`src/rtl/intc_pkg.sv`:
```
package intc_pkg;
  localparam int DATA_W = 32;
  localparam logic [DATA_W-1:0] NONE_CODE = 32'h0000_0054;

  typedef enum logic [3:0] {
    SEL_MODE  = 4'd0,
    SEL_PEND  = 4'd1,
    SEL_MASK  = 4'd2,
    SEL_TEST  = 4'd3,
    SEL_FAST  = 4'd4,
    SEL_VEC   = 4'd5
  } reg_sel_e;
endpackage

```
`src/rtl/intc_pending.sv`:
```
module intc_pending #(
  parameter int NSRC = 26
) (
  input  logic            clk,
  input  logic            rst,
  input  logic [NSRC-1:0] req,
  input  logic            clr_en,
  input  logic [NSRC-1:0] clr_bits,
  input  logic            load_en,
  input  logic [NSRC-1:0] load_val,
  output logic [NSRC-1:0] pend
);
  logic [NSRC-1:0] base;
  logic [NSRC-1:0] pend_nx;

  always_comb begin
    base = pend;
    if (load_en)
      base = load_val;
    else if (clr_en)
      base = pend & ~clr_bits;
    pend_nx = base | req;   // set wins over clear
  end

  always_ff @(posedge clk) begin
    if (rst) pend <= '0;
    else     pend <= pend_nx;
  end

  AST_REQ_LATCHED: assert property (@(posedge clk) disable iff (rst)
    (|$past(req)) |-> ((pend & $past(req)) == $past(req)));

  AST_NO_SPURIOUS_SET: assert property (@(posedge clk) disable iff (rst)
    !$past(load_en) |-> ((pend & ~$past(pend) & ~$past(req)) == '0));
endmodule

```
`src/rtl/intc_first_set.sv`:
```
module intc_first_set #(
  parameter int NSRC = 26,
  localparam int IDX_W = $clog2(NSRC)
) (
  input  logic [NSRC-1:0]  vec,
  output logic             found,
  output logic [IDX_W-1:0] idx
);
  always_comb begin
    found = 1'b0;
    idx   = '0;
    for (int i = NSRC - 1; i >= 0; i--) begin
      if (vec[i]) begin
        found = 1'b1;
        idx   = IDX_W'(i);
      end
    end
  end
endmodule

```
`src/rtl/intc_line_drive.sv`:
```
module intc_line_drive #(
  parameter int NSRC = 26
) (
  input  logic            clk,
  input  logic            rst,
  input  logic [NSRC-1:0] pend,
  input  logic [NSRC-1:0] mask,
  input  logic [NSRC-1:0] mode,
  output logic            fiq_n,
  output logic            irq_n
);
  logic [NSRC-1:0] active;
  assign active = pend & ~mask;

  always_ff @(posedge clk) begin
    if (rst) begin
      fiq_n <= 1'b1;
      irq_n <= 1'b1;
    end else begin
      fiq_n <= ~|(active & mode);
      irq_n <= ~|(active & ~mode);
    end
  end

  AST_FAST_HAS_CAUSE: assert property (@(posedge clk) disable iff (rst)
    !fiq_n |-> $past(|(pend & ~mask & mode)));

  AST_NORM_HAS_CAUSE: assert property (@(posedge clk) disable iff (rst)
    !irq_n |-> $past(|(pend & ~mask & ~mode)));

  AST_QUIET_WHEN_MASKED: assert property (@(posedge clk) disable iff (rst)
    ($past(pend & ~mask) == '0) |-> (fiq_n && irq_n));
endmodule

```
`src/rtl/intc_vec_top.sv`:
```
module intc_vec_top
  import intc_pkg::*;
#(
  parameter int NSRC   = 26,
  parameter int ADDR_W = 4
) (
  input  logic              clk,
  input  logic              rst,
  input  logic [NSRC-1:0]   irq_req,
  input  logic              wr_en,
  input  logic              rd_en,
  input  logic [ADDR_W-1:0] addr,
  input  logic [DATA_W-1:0] wdata,
  output logic [DATA_W-1:0] rdata,
  output logic              fiq_n,
  output logic              irq_n
);
  localparam int IDX_W = $clog2(NSRC);
  localparam int PAD_W = DATA_W - NSRC;
  localparam int OFS_PAD = DATA_W - IDX_W - 2;

  logic [NSRC-1:0]   mode_q, mask_q, test_q, pend;
  logic [DATA_W-1:0] fast_q;
  logic [DATA_W-1:0] rd_mux;
  logic [DATA_W-1:0] vec_ofs;
  logic              enc_found;
  logic [IDX_W-1:0]  enc_idx;
  logic              hit_mode, hit_pend, hit_mask, hit_test, hit_fast, hit_vec;
  logic              unmapped;

  assign hit_mode = (addr == ADDR_W'(SEL_MODE));
  assign hit_pend = (addr == ADDR_W'(SEL_PEND));
  assign hit_mask = (addr == ADDR_W'(SEL_MASK));
  assign hit_test = (addr == ADDR_W'(SEL_TEST));
  assign hit_fast = (addr == ADDR_W'(SEL_FAST));
  assign hit_vec  = (addr == ADDR_W'(SEL_VEC));
  assign unmapped = ~(hit_mode | hit_pend | hit_mask | hit_test | hit_fast | hit_vec);

  intc_pending #(.NSRC(NSRC)) u_pend (
    .clk      (clk),
    .rst      (rst),
    .req      (irq_req),
    .clr_en   (wr_en & hit_pend),
    .clr_bits (wdata[NSRC-1:0]),
    .load_en  (wr_en & hit_test),
    .load_val (wdata[NSRC-1:0]),
    .pend     (pend)
  );

  intc_first_set #(.NSRC(NSRC)) u_enc (
    .vec   (pend),
    .found (enc_found),
    .idx   (enc_idx)
  );

  intc_line_drive #(.NSRC(NSRC)) u_lines (
    .clk   (clk),
    .rst   (rst),
    .pend  (pend),
    .mask  (mask_q),
    .mode  (mode_q),
    .fiq_n (fiq_n),
    .irq_n (irq_n)
  );

  assign vec_ofs = enc_found ? {{OFS_PAD{1'b0}}, enc_idx, 2'b00} : NONE_CODE;

  always_ff @(posedge clk) begin
    if (rst) begin
      mode_q <= '0;
      mask_q <= '1;
      test_q <= '0;
      fast_q <= NONE_CODE;
    end else if (wr_en) begin
      if (hit_mode) mode_q <= wdata[NSRC-1:0];
      if (hit_mask) mask_q <= wdata[NSRC-1:0];
      if (hit_test) test_q <= wdata[NSRC-1:0];
      if (hit_fast) fast_q <= wdata;
    end
  end

  always_comb begin
    rd_mux = '1;
    if (hit_mode) rd_mux = {{PAD_W{1'b0}}, mode_q};
    if (hit_pend) rd_mux = {{PAD_W{1'b0}}, pend};
    if (hit_mask) rd_mux = {{PAD_W{1'b0}}, mask_q};
    if (hit_test) rd_mux = {{PAD_W{1'b0}}, test_q};
    if (hit_fast) rd_mux = fast_q;
    if (hit_vec)  rd_mux = vec_ofs;
  end

  always_ff @(posedge clk) begin
    if (rst)        rdata <= '0;
    else if (rd_en) rdata <= rd_mux;
  end

  AST_ENC_LOWEST: assert property (@(posedge clk) disable iff (rst)
    enc_found |-> (pend[enc_idx] && ((pend & ((NSRC'(1) << enc_idx) - NSRC'(1))) == '0)));

  AST_ENC_EMPTY: assert property (@(posedge clk) disable iff (rst)
    !enc_found |-> (pend == '0));

  AST_UNMAPPED_ONES: assert property (@(posedge clk) disable iff (rst)
    (rd_en && unmapped) |=> (rdata == '1));

  AST_RESET_MASKED: assert property (@(posedge clk) disable iff (rst)
    $past(rst) |-> ((mask_q == '1) && (mode_q == '0) && (pend == '0) && fiq_n && irq_n));

  AST_RDATA_HOLD: assert property (@(posedge clk) disable iff (rst)
    (!$past(rst) && !$past(rd_en)) |-> $stable(rdata));
endmodule

```
`config.mk`:
```
export PLATFORM = sky130hd
export DESIGN_NAME = intc_vec_top
export DESIGN_NICKNAME = d
export VERILOG_FILES = /design/src/rtl/intc_pkg.sv /design/src/rtl/intc_pending.sv /design/src/rtl/intc_first_set.sv /design/src/rtl/intc_line_drive.sv /design/src/rtl/intc_vec_top.sv
export SDC_FILE = /design/constraint.sdc
export NUM_CORES = 1
export LEC_CHECK = 0
export BUFFER_PORTS_ARGS = -buffer_cell sky130_fd_sc_hd__buf_2
export CORE_ASPECT_RATIO = 0.5
export CORE_MARGIN = 4
export CORE_UTILIZATION = 62
export DETAILED_ROUTE_END_ITERATION = 10
export PLACE_DENSITY = 0.95
export SLEW_MARGIN = 20
export SYNTH_ARGS = -nofsm -noshare
export SYNTH_HDL_FRONTEND = slang
export SYNTH_SLANG_ARGS = --single-unit
```
`constraint.sdc`:
```
create_clock -name clk -period 3.9 [get_ports clk]
set_clock_uncertainty 0.1 [all_clocks]
set_input_delay 0.39 -clock clk [delete_from_list [all_inputs] [get_ports clk]]
set_output_delay 0.39 -clock clk [all_outputs]
set_load 0.03 [all_outputs]
```
* Word level (Yosys, flattened, before mapping)
Index checks and enable logic that the tools add are counted.
** Storage, ports and cells
- Bits in registers :: 170
- Output and inout port bits :: 34
- Logic and storage cells :: 93
- Input bits :: 66
** Operators by class
- Bitwise logic cells :: 10
- Equality and inequality tests :: 5
- Reduce and logical (&&, ||, !) cells :: 9
- Muxes and demuxes :: 61
** Operator list (count)
- 32-bit 2-to-1 mux :: 6
- 5-bit 2-to-1 mux :: 26
- 26-bit bitwise AND :: 4
- 26-bit NOT :: 3
- 26-bit 2-to-1 mux :: 2
- 26-bit OR reduction :: 2
- 1-bit 2-to-1 mux :: 26
- 26-bit bitwise OR :: 1
- 4-bit by 2-bit == test with 1-bit output, second input constant :: 2
- 4-bit by 3-bit == test with 1-bit output, second input constant :: 2
- 2-bit AND reduction :: 4
- 7-bit 2-to-1 mux :: 1
- 4-bit by 1-bit == test with 1-bit output, second input constant :: 1
- 4-bit logical NOT :: 1
- 1-bit bitwise AND :: 2
- 1-bit logical NOT :: 2

* Longest topological paths before layout
- Depth in word-level cells :: 28
- Depth in mapped cells :: 8
- Depth with buffers taken out :: 5

* Cells and area by module
Synthesis repeated with hierarchy kept, for this count alone.
** Unflattened totals
- Cells, all modules :: 1011
- Area total of the unflattened synthesis :: 8374.3 um2
** Modules (own cells, without submodules)
- intc_vec_top :: cells each 740, seq. area each 2842.7 um2, instances 1, area an instance 6321.1 um2
- intc_pending :: cells each 141, seq. area each 520.5 um2, instances 1, area an instance 1174.9 um2
- intc_line_drive :: cells each 74, seq. area each 40.0 um2, instances 1, area an instance 573.0 um2
- intc_first_set :: cells each 56, seq. area each 0.0 um2, instances 1, area an instance 305.3 um2

* Worst setup path before layout
No wires, ideal clock.
- Path type :: input port to flip-flop
- From :: input port addr[3]
- To :: register mode_q[10]
- Required time :: 3.668 ns
- Stages :: 8
- Arrival :: 1.702 ns
- Path buffers :: 4
- Setup time :: 0.132 ns
- Slack :: 1.966 ns
- Path through :: buf_6 > or4_1 > buf_2 > or2_1 > buf_2 > buf_6 > nand2_1 > a21oi_1
** On the way
- Word-level cells in the longest chain between the ends :: 2
** Ends and longest elaborated chain
- start: declaration :: RTL line intc_vec_top.sv:12 : input logic [ADDR_W-1:0] addr,
- 4-bit logical NOT :: RTL line intc_vec_top.sv:31 : assign hit_mode = (addr == ADDR_W'(SEL_MODE));
- 2-bit AND reduction (no line)
- end signal: assignment :: RTL line intc_vec_top.sv:75 : if (hit_mode) mode_q <= wdata[NSRC-1:0];
- end: declaration :: RTL line intc_vec_top.sv:22 : logic [NSRC-1:0] mode_q, mask_q, test_q, pend;
Every way passes these cells.
A chain may end at the register's enable or synchronous reset.

* Worst setup path in the final report
- From :: input port addr[2]
- To :: register u_pend.pend[0]
** On the way
- Word-level cells in the longest chain between the ends :: 5
- Elaborated cells between the ends (all ways) :: 7
** Ends and longest elaborated chain
- 4-bit by 1-bit == test with 1-bit output :: RTL line intc_vec_top.sv:32 : assign hit_pend = (addr == ADDR_W'(SEL_PEND));
- 1-bit bitwise AND :: RTL line intc_vec_top.sv:43 : .clr_en (wr_en & hit_pend),
- 26-bit 2-to-1 mux :: RTL line intc_pending.sv:20 : else if (clr_en)
- 26-bit 2-to-1 mux (*) :: RTL line intc_pending.sv:18 : if (load_en)
- 26-bit bitwise OR (*) :: RTL line intc_pending.sv:22 : pend_nx = base | req;
- end signal: assignment :: RTL line intc_pending.sv:27 : else pend <= pend_nx;
- end: declaration :: RTL line intc_pending.sv:11 : output logic [NSRC-1:0] pend
Every way passes the cells marked *; elsewhere a longest branch is shown, timed or not.

==> impl_metrics.py <==
metrics = {
    "run_status": {
        "status": "complete, but fails checks",
        "violations": "DRC",
    },
    "critical_path": {
        "crit_path_end": "u_pend.pend[0]",
        "critPathBufInv": 3,
        "critPathArrivalTime_ns": 2.57,
        "cpPeakStageDelay_ns": 0.69,
        "crit_fanout": 29,
        "critPathRequiredTime_ns": 4.10,
        "slowest_stage": "nor2_4",
        "ff2ff_setup_slack_ns": 1.74,
        "worstSetupPathType": "in2reg",
        "end_kind": "flip-flop",
        "cp_top_family": "simple AND/OR/NAND/NOR gates",
        "path_cells": "buf_2, nand4bb_1, buf_4, nor2_4, buf_4, a21oi_1, a221oi_1, nor2_1",
        "timing.critical_path.from": "addr[2]",
        "r2r_end": "u_lines.irq_n",
        "crit_cells": 8,
        "cp_common_cell": "buf_4",
        "r2r-start": "u_pend.pend[7]",
        "critPathLaunchType": "input pin",
        "reg2reg_depth": 5,
    },
    "min_path": {
        "hold_start": "irq_req[12]",
        "hold_path_depth": 3,
        "hp-class": "in2reg",
    },
    "timing": {
        "final.period_utilization": 0.609,
        "tightest_slew_ns": 1.11,
        "setup_viol": 0,
        "max-slew-margin-rel": 0.262,
        "rsz0062_at_grt": "no",
        "setup_ws_ns": 1.52,
        "fin_setup_tns_ns": 0,
        "period_needed_ns": 2.38,
        "drv_slew": 0,
        "fmax_ghz": 0.421,
        "hold_violations": 0,
    },
    "yosys": {
        "synth_edf_count": 0,
        "synthTopCellsByArea": "dfxtp_1 44%, nand2_1 11%, a21oi_1 9.2%, nand3b_1 5.3%, nor2_1 4.1%",
        "avgSynthCellArea_um2": 7.91,
        "synthArstFlopShare": 0,
        "yosys_most_used_dff": "dfxtp_1",
        "ys_warn_count": 0,
        "synth_cell_types": 48,
        "synth_cells": 988,
        "synthesis.nets": 1054,
        "yosysSeqAreaShare": 0.436,
        "synth_area_mm2": 0.00781,
        "yosysTopAreaCellShare": 0.436,
        "yosys.area.top_type": "dfxtp_1",
        "synth_seq_cells": 170,
    },
    "placement": {
        "hpwl_mm": 15.5,
        "place_inst": 1187,
        "portBuffers": 99,
        "place_ws_ns": 1.27,
        "place.gp.congestion": 0.979,
    },
    "routing": {
        "wl_mm": 25.2,
        "ant_nets": 0,
        "firstDrtPassIters": 11,
        "routedWlPerCell_um": 20.7,
        "remaining_drc_errors": 16,
        "drtIter0Drc": 1415,
        "avgViaCountPerCell": 6.84,
        "via_count": 8330,
    },
    "clocking": {
        "post_cts_buffers": 0,
        "cts_max_path_buffers": 2,
        "clockRootBuffer": "clkbuf_16",
        "cts_tree": "built",
        "cts_made_buffers": 17,
        "clk_pin_slew_ns": 0.07,
        "clock-sinks": 170,
        "cts_hold_buf": 0,
        "htree_levels": 4,
        "ctsResizeCount": 0,
        "clkLatencyLatePin_ns": 0.43,
    },
    "floorplan": {
        "placementRows": 28,
        "die_y_um": 87.4,
        "pin_count": 100,
        "initial_core_util": 0.648,
        "fp.coreArea_mm2": 0.0121,
        "die_area_mm2": 0.0146,
        "dieWidth_um": 167,
    },
    "grt": {
        "met2_usage": 0.531,
        "track_usage": 0.337,
        "grt_max_degree": 75,
        "grt_overflow": 0,
        "antenna_found_initial": 0,
        "grt_use_met3": 0.0888,
        "grt_pass1_vias": 7936,
        "met1_usage": 0.423,
        "busiest_layer": "met2",
        "grt_pass1_wl_mm": 39.7,
    },
    "power_and_ir_drop": {
        "finalPower_uw": 4050,
        "vdd_ir_drop_max_uv": 225,
        "p_per_area_mw_per_mm2": 458,
        "p_leak_uw": 0.00337,
    },
    "final_layout": {
        "final_cells": 1218,
        "fin_nets": 1107,
        "insertedDiodeCount": 0,
        "fillers": 806,
        "drive_gt1_frac": 0.161,
        "fin_util": 0.733,
        "area_delta_synth_final_pct": 13.1,
    },
    "job": {
        "cap_violations": 0,
    },
}
-- worst reg2reg max path: stages (launching register included) --
cell and delay (ns):
dfxtp_1 0.43, nor3b_1 0.27, nor4_1 0.43, nand2_1 0.10
nor4_1 0.50, a41o_1 0.26
-- layout make-up --
| cell class | instances | area (um2) | area share |
|---|---|---|---|
| clock buffer | 23 | 498 | 0.0563 |
| clock inverter | 8 | 109 | 0.0123 |
| inverter | 8 | 30.0 | 0.00340 |
| multi-input combinational | 734 | 4000 | 0.453 |
| sequential | 170 | 3400 | 0.385 |
| tap | 165 | 206 | 0.0234 |
| timing repair buffer | 110 | 593 | 0.0671 |
-- worst min-delay path by stage --
stage	to	slack, ns
finish	u_pend.pend[12]	0.07
global route	u_pend.pend[1]	0.08
CTS	u_pend.pend[1]	0.07
detailed placement	fast_q[30]	0.35
global placement	fast_q[27]	0.34
floorplan	test_q[3]	0.33
-- cells in the mapped netlist (all sizes together), types with 11 or more instances --
| library cell | number |
|---|---|
| nor2 | 90 |
| clkbuf | 48 |
| nor4 | 36 |
| o22ai | 46 |
| a21oi | 144 |
| nand2 | 238 |
| o21ai | 15 |
| nand3b | 55 |
| buf | 28 |
| nor3 | 11 |
| dfxtp | 170 |
| a221oi | 29 |
| nor3b | 25 |
-- per-stage QoR --
| step | hold WS, ns | cell area, um2 |
|---|---|---|
| finish | 0.0718 | 8840 |
| detailed placement | 0.346 | 8230 |
| floorplan | 0.333 | 7810 |
| global route | 0.0774 | 8840 |
| CTS | 0.0711 | 8840 |
| global placement | 0.338 | 8230 |
-- state kept, by name, summed over array words and instances (netlist names) --
| name | count |
|---|---|
| u_pend.pend | 26 |
| fast_q | 32 |
| u_lines.fiq_n | 1 |
| mode_q | 26 |
| u_lines.irq_n | 1 |
| test_q | 26 |
| rdata | 32 |
| mask_q | 26 |
-- cells by family after synthesis --
kind of cell,synth area share
AO/OA/AOI/OAI,0.204
buffers and inverters,0.0544
flip-flops,0.436
multiplexers,0.00416
AND/OR/NAND/NOR,0.302
-- metal layers --
metal | vias to the layer above | wire length (um)
met5 | - | 0
met4 | 0 | 1460
met3 | 177 | 3800
met2 | 774 | 10800
met1 | 3766 | 9140
li1 | 3613 | -
-- power by group --
| group | internal [uW] | switching, uW | total, uW |
|---|---|---|---|
| sequential | 1800 | 81.4 | 1880 |
| clock | 1030 | 711 | 1740 |
| combinational | 152 | 276 | 429 |
| total | 2980 | 1070 | 4050 |
-- cells in the final DEF, fill, tap and decap left out, types with 13 or more instances in the layout --
master | netlist | layout
nor4_1 | 36 | 36
clkbuf_16 | 0 | 17
a221oi_2 | 20 | 20
nor3b_1 | 25 | 25
a21oi_1 | 144 | 144
buf_2 | 13 | 98
nor2_1 | 86 | 85
o21ai_0 | 13 | 13
nand3b_1 | 55 | 55
nand2_1 | 238 | 237
dfxtp_1 | 170 | 170
o22ai_1 | 46 | 46
Note: power is estimated with default switching activity, not from simulation.
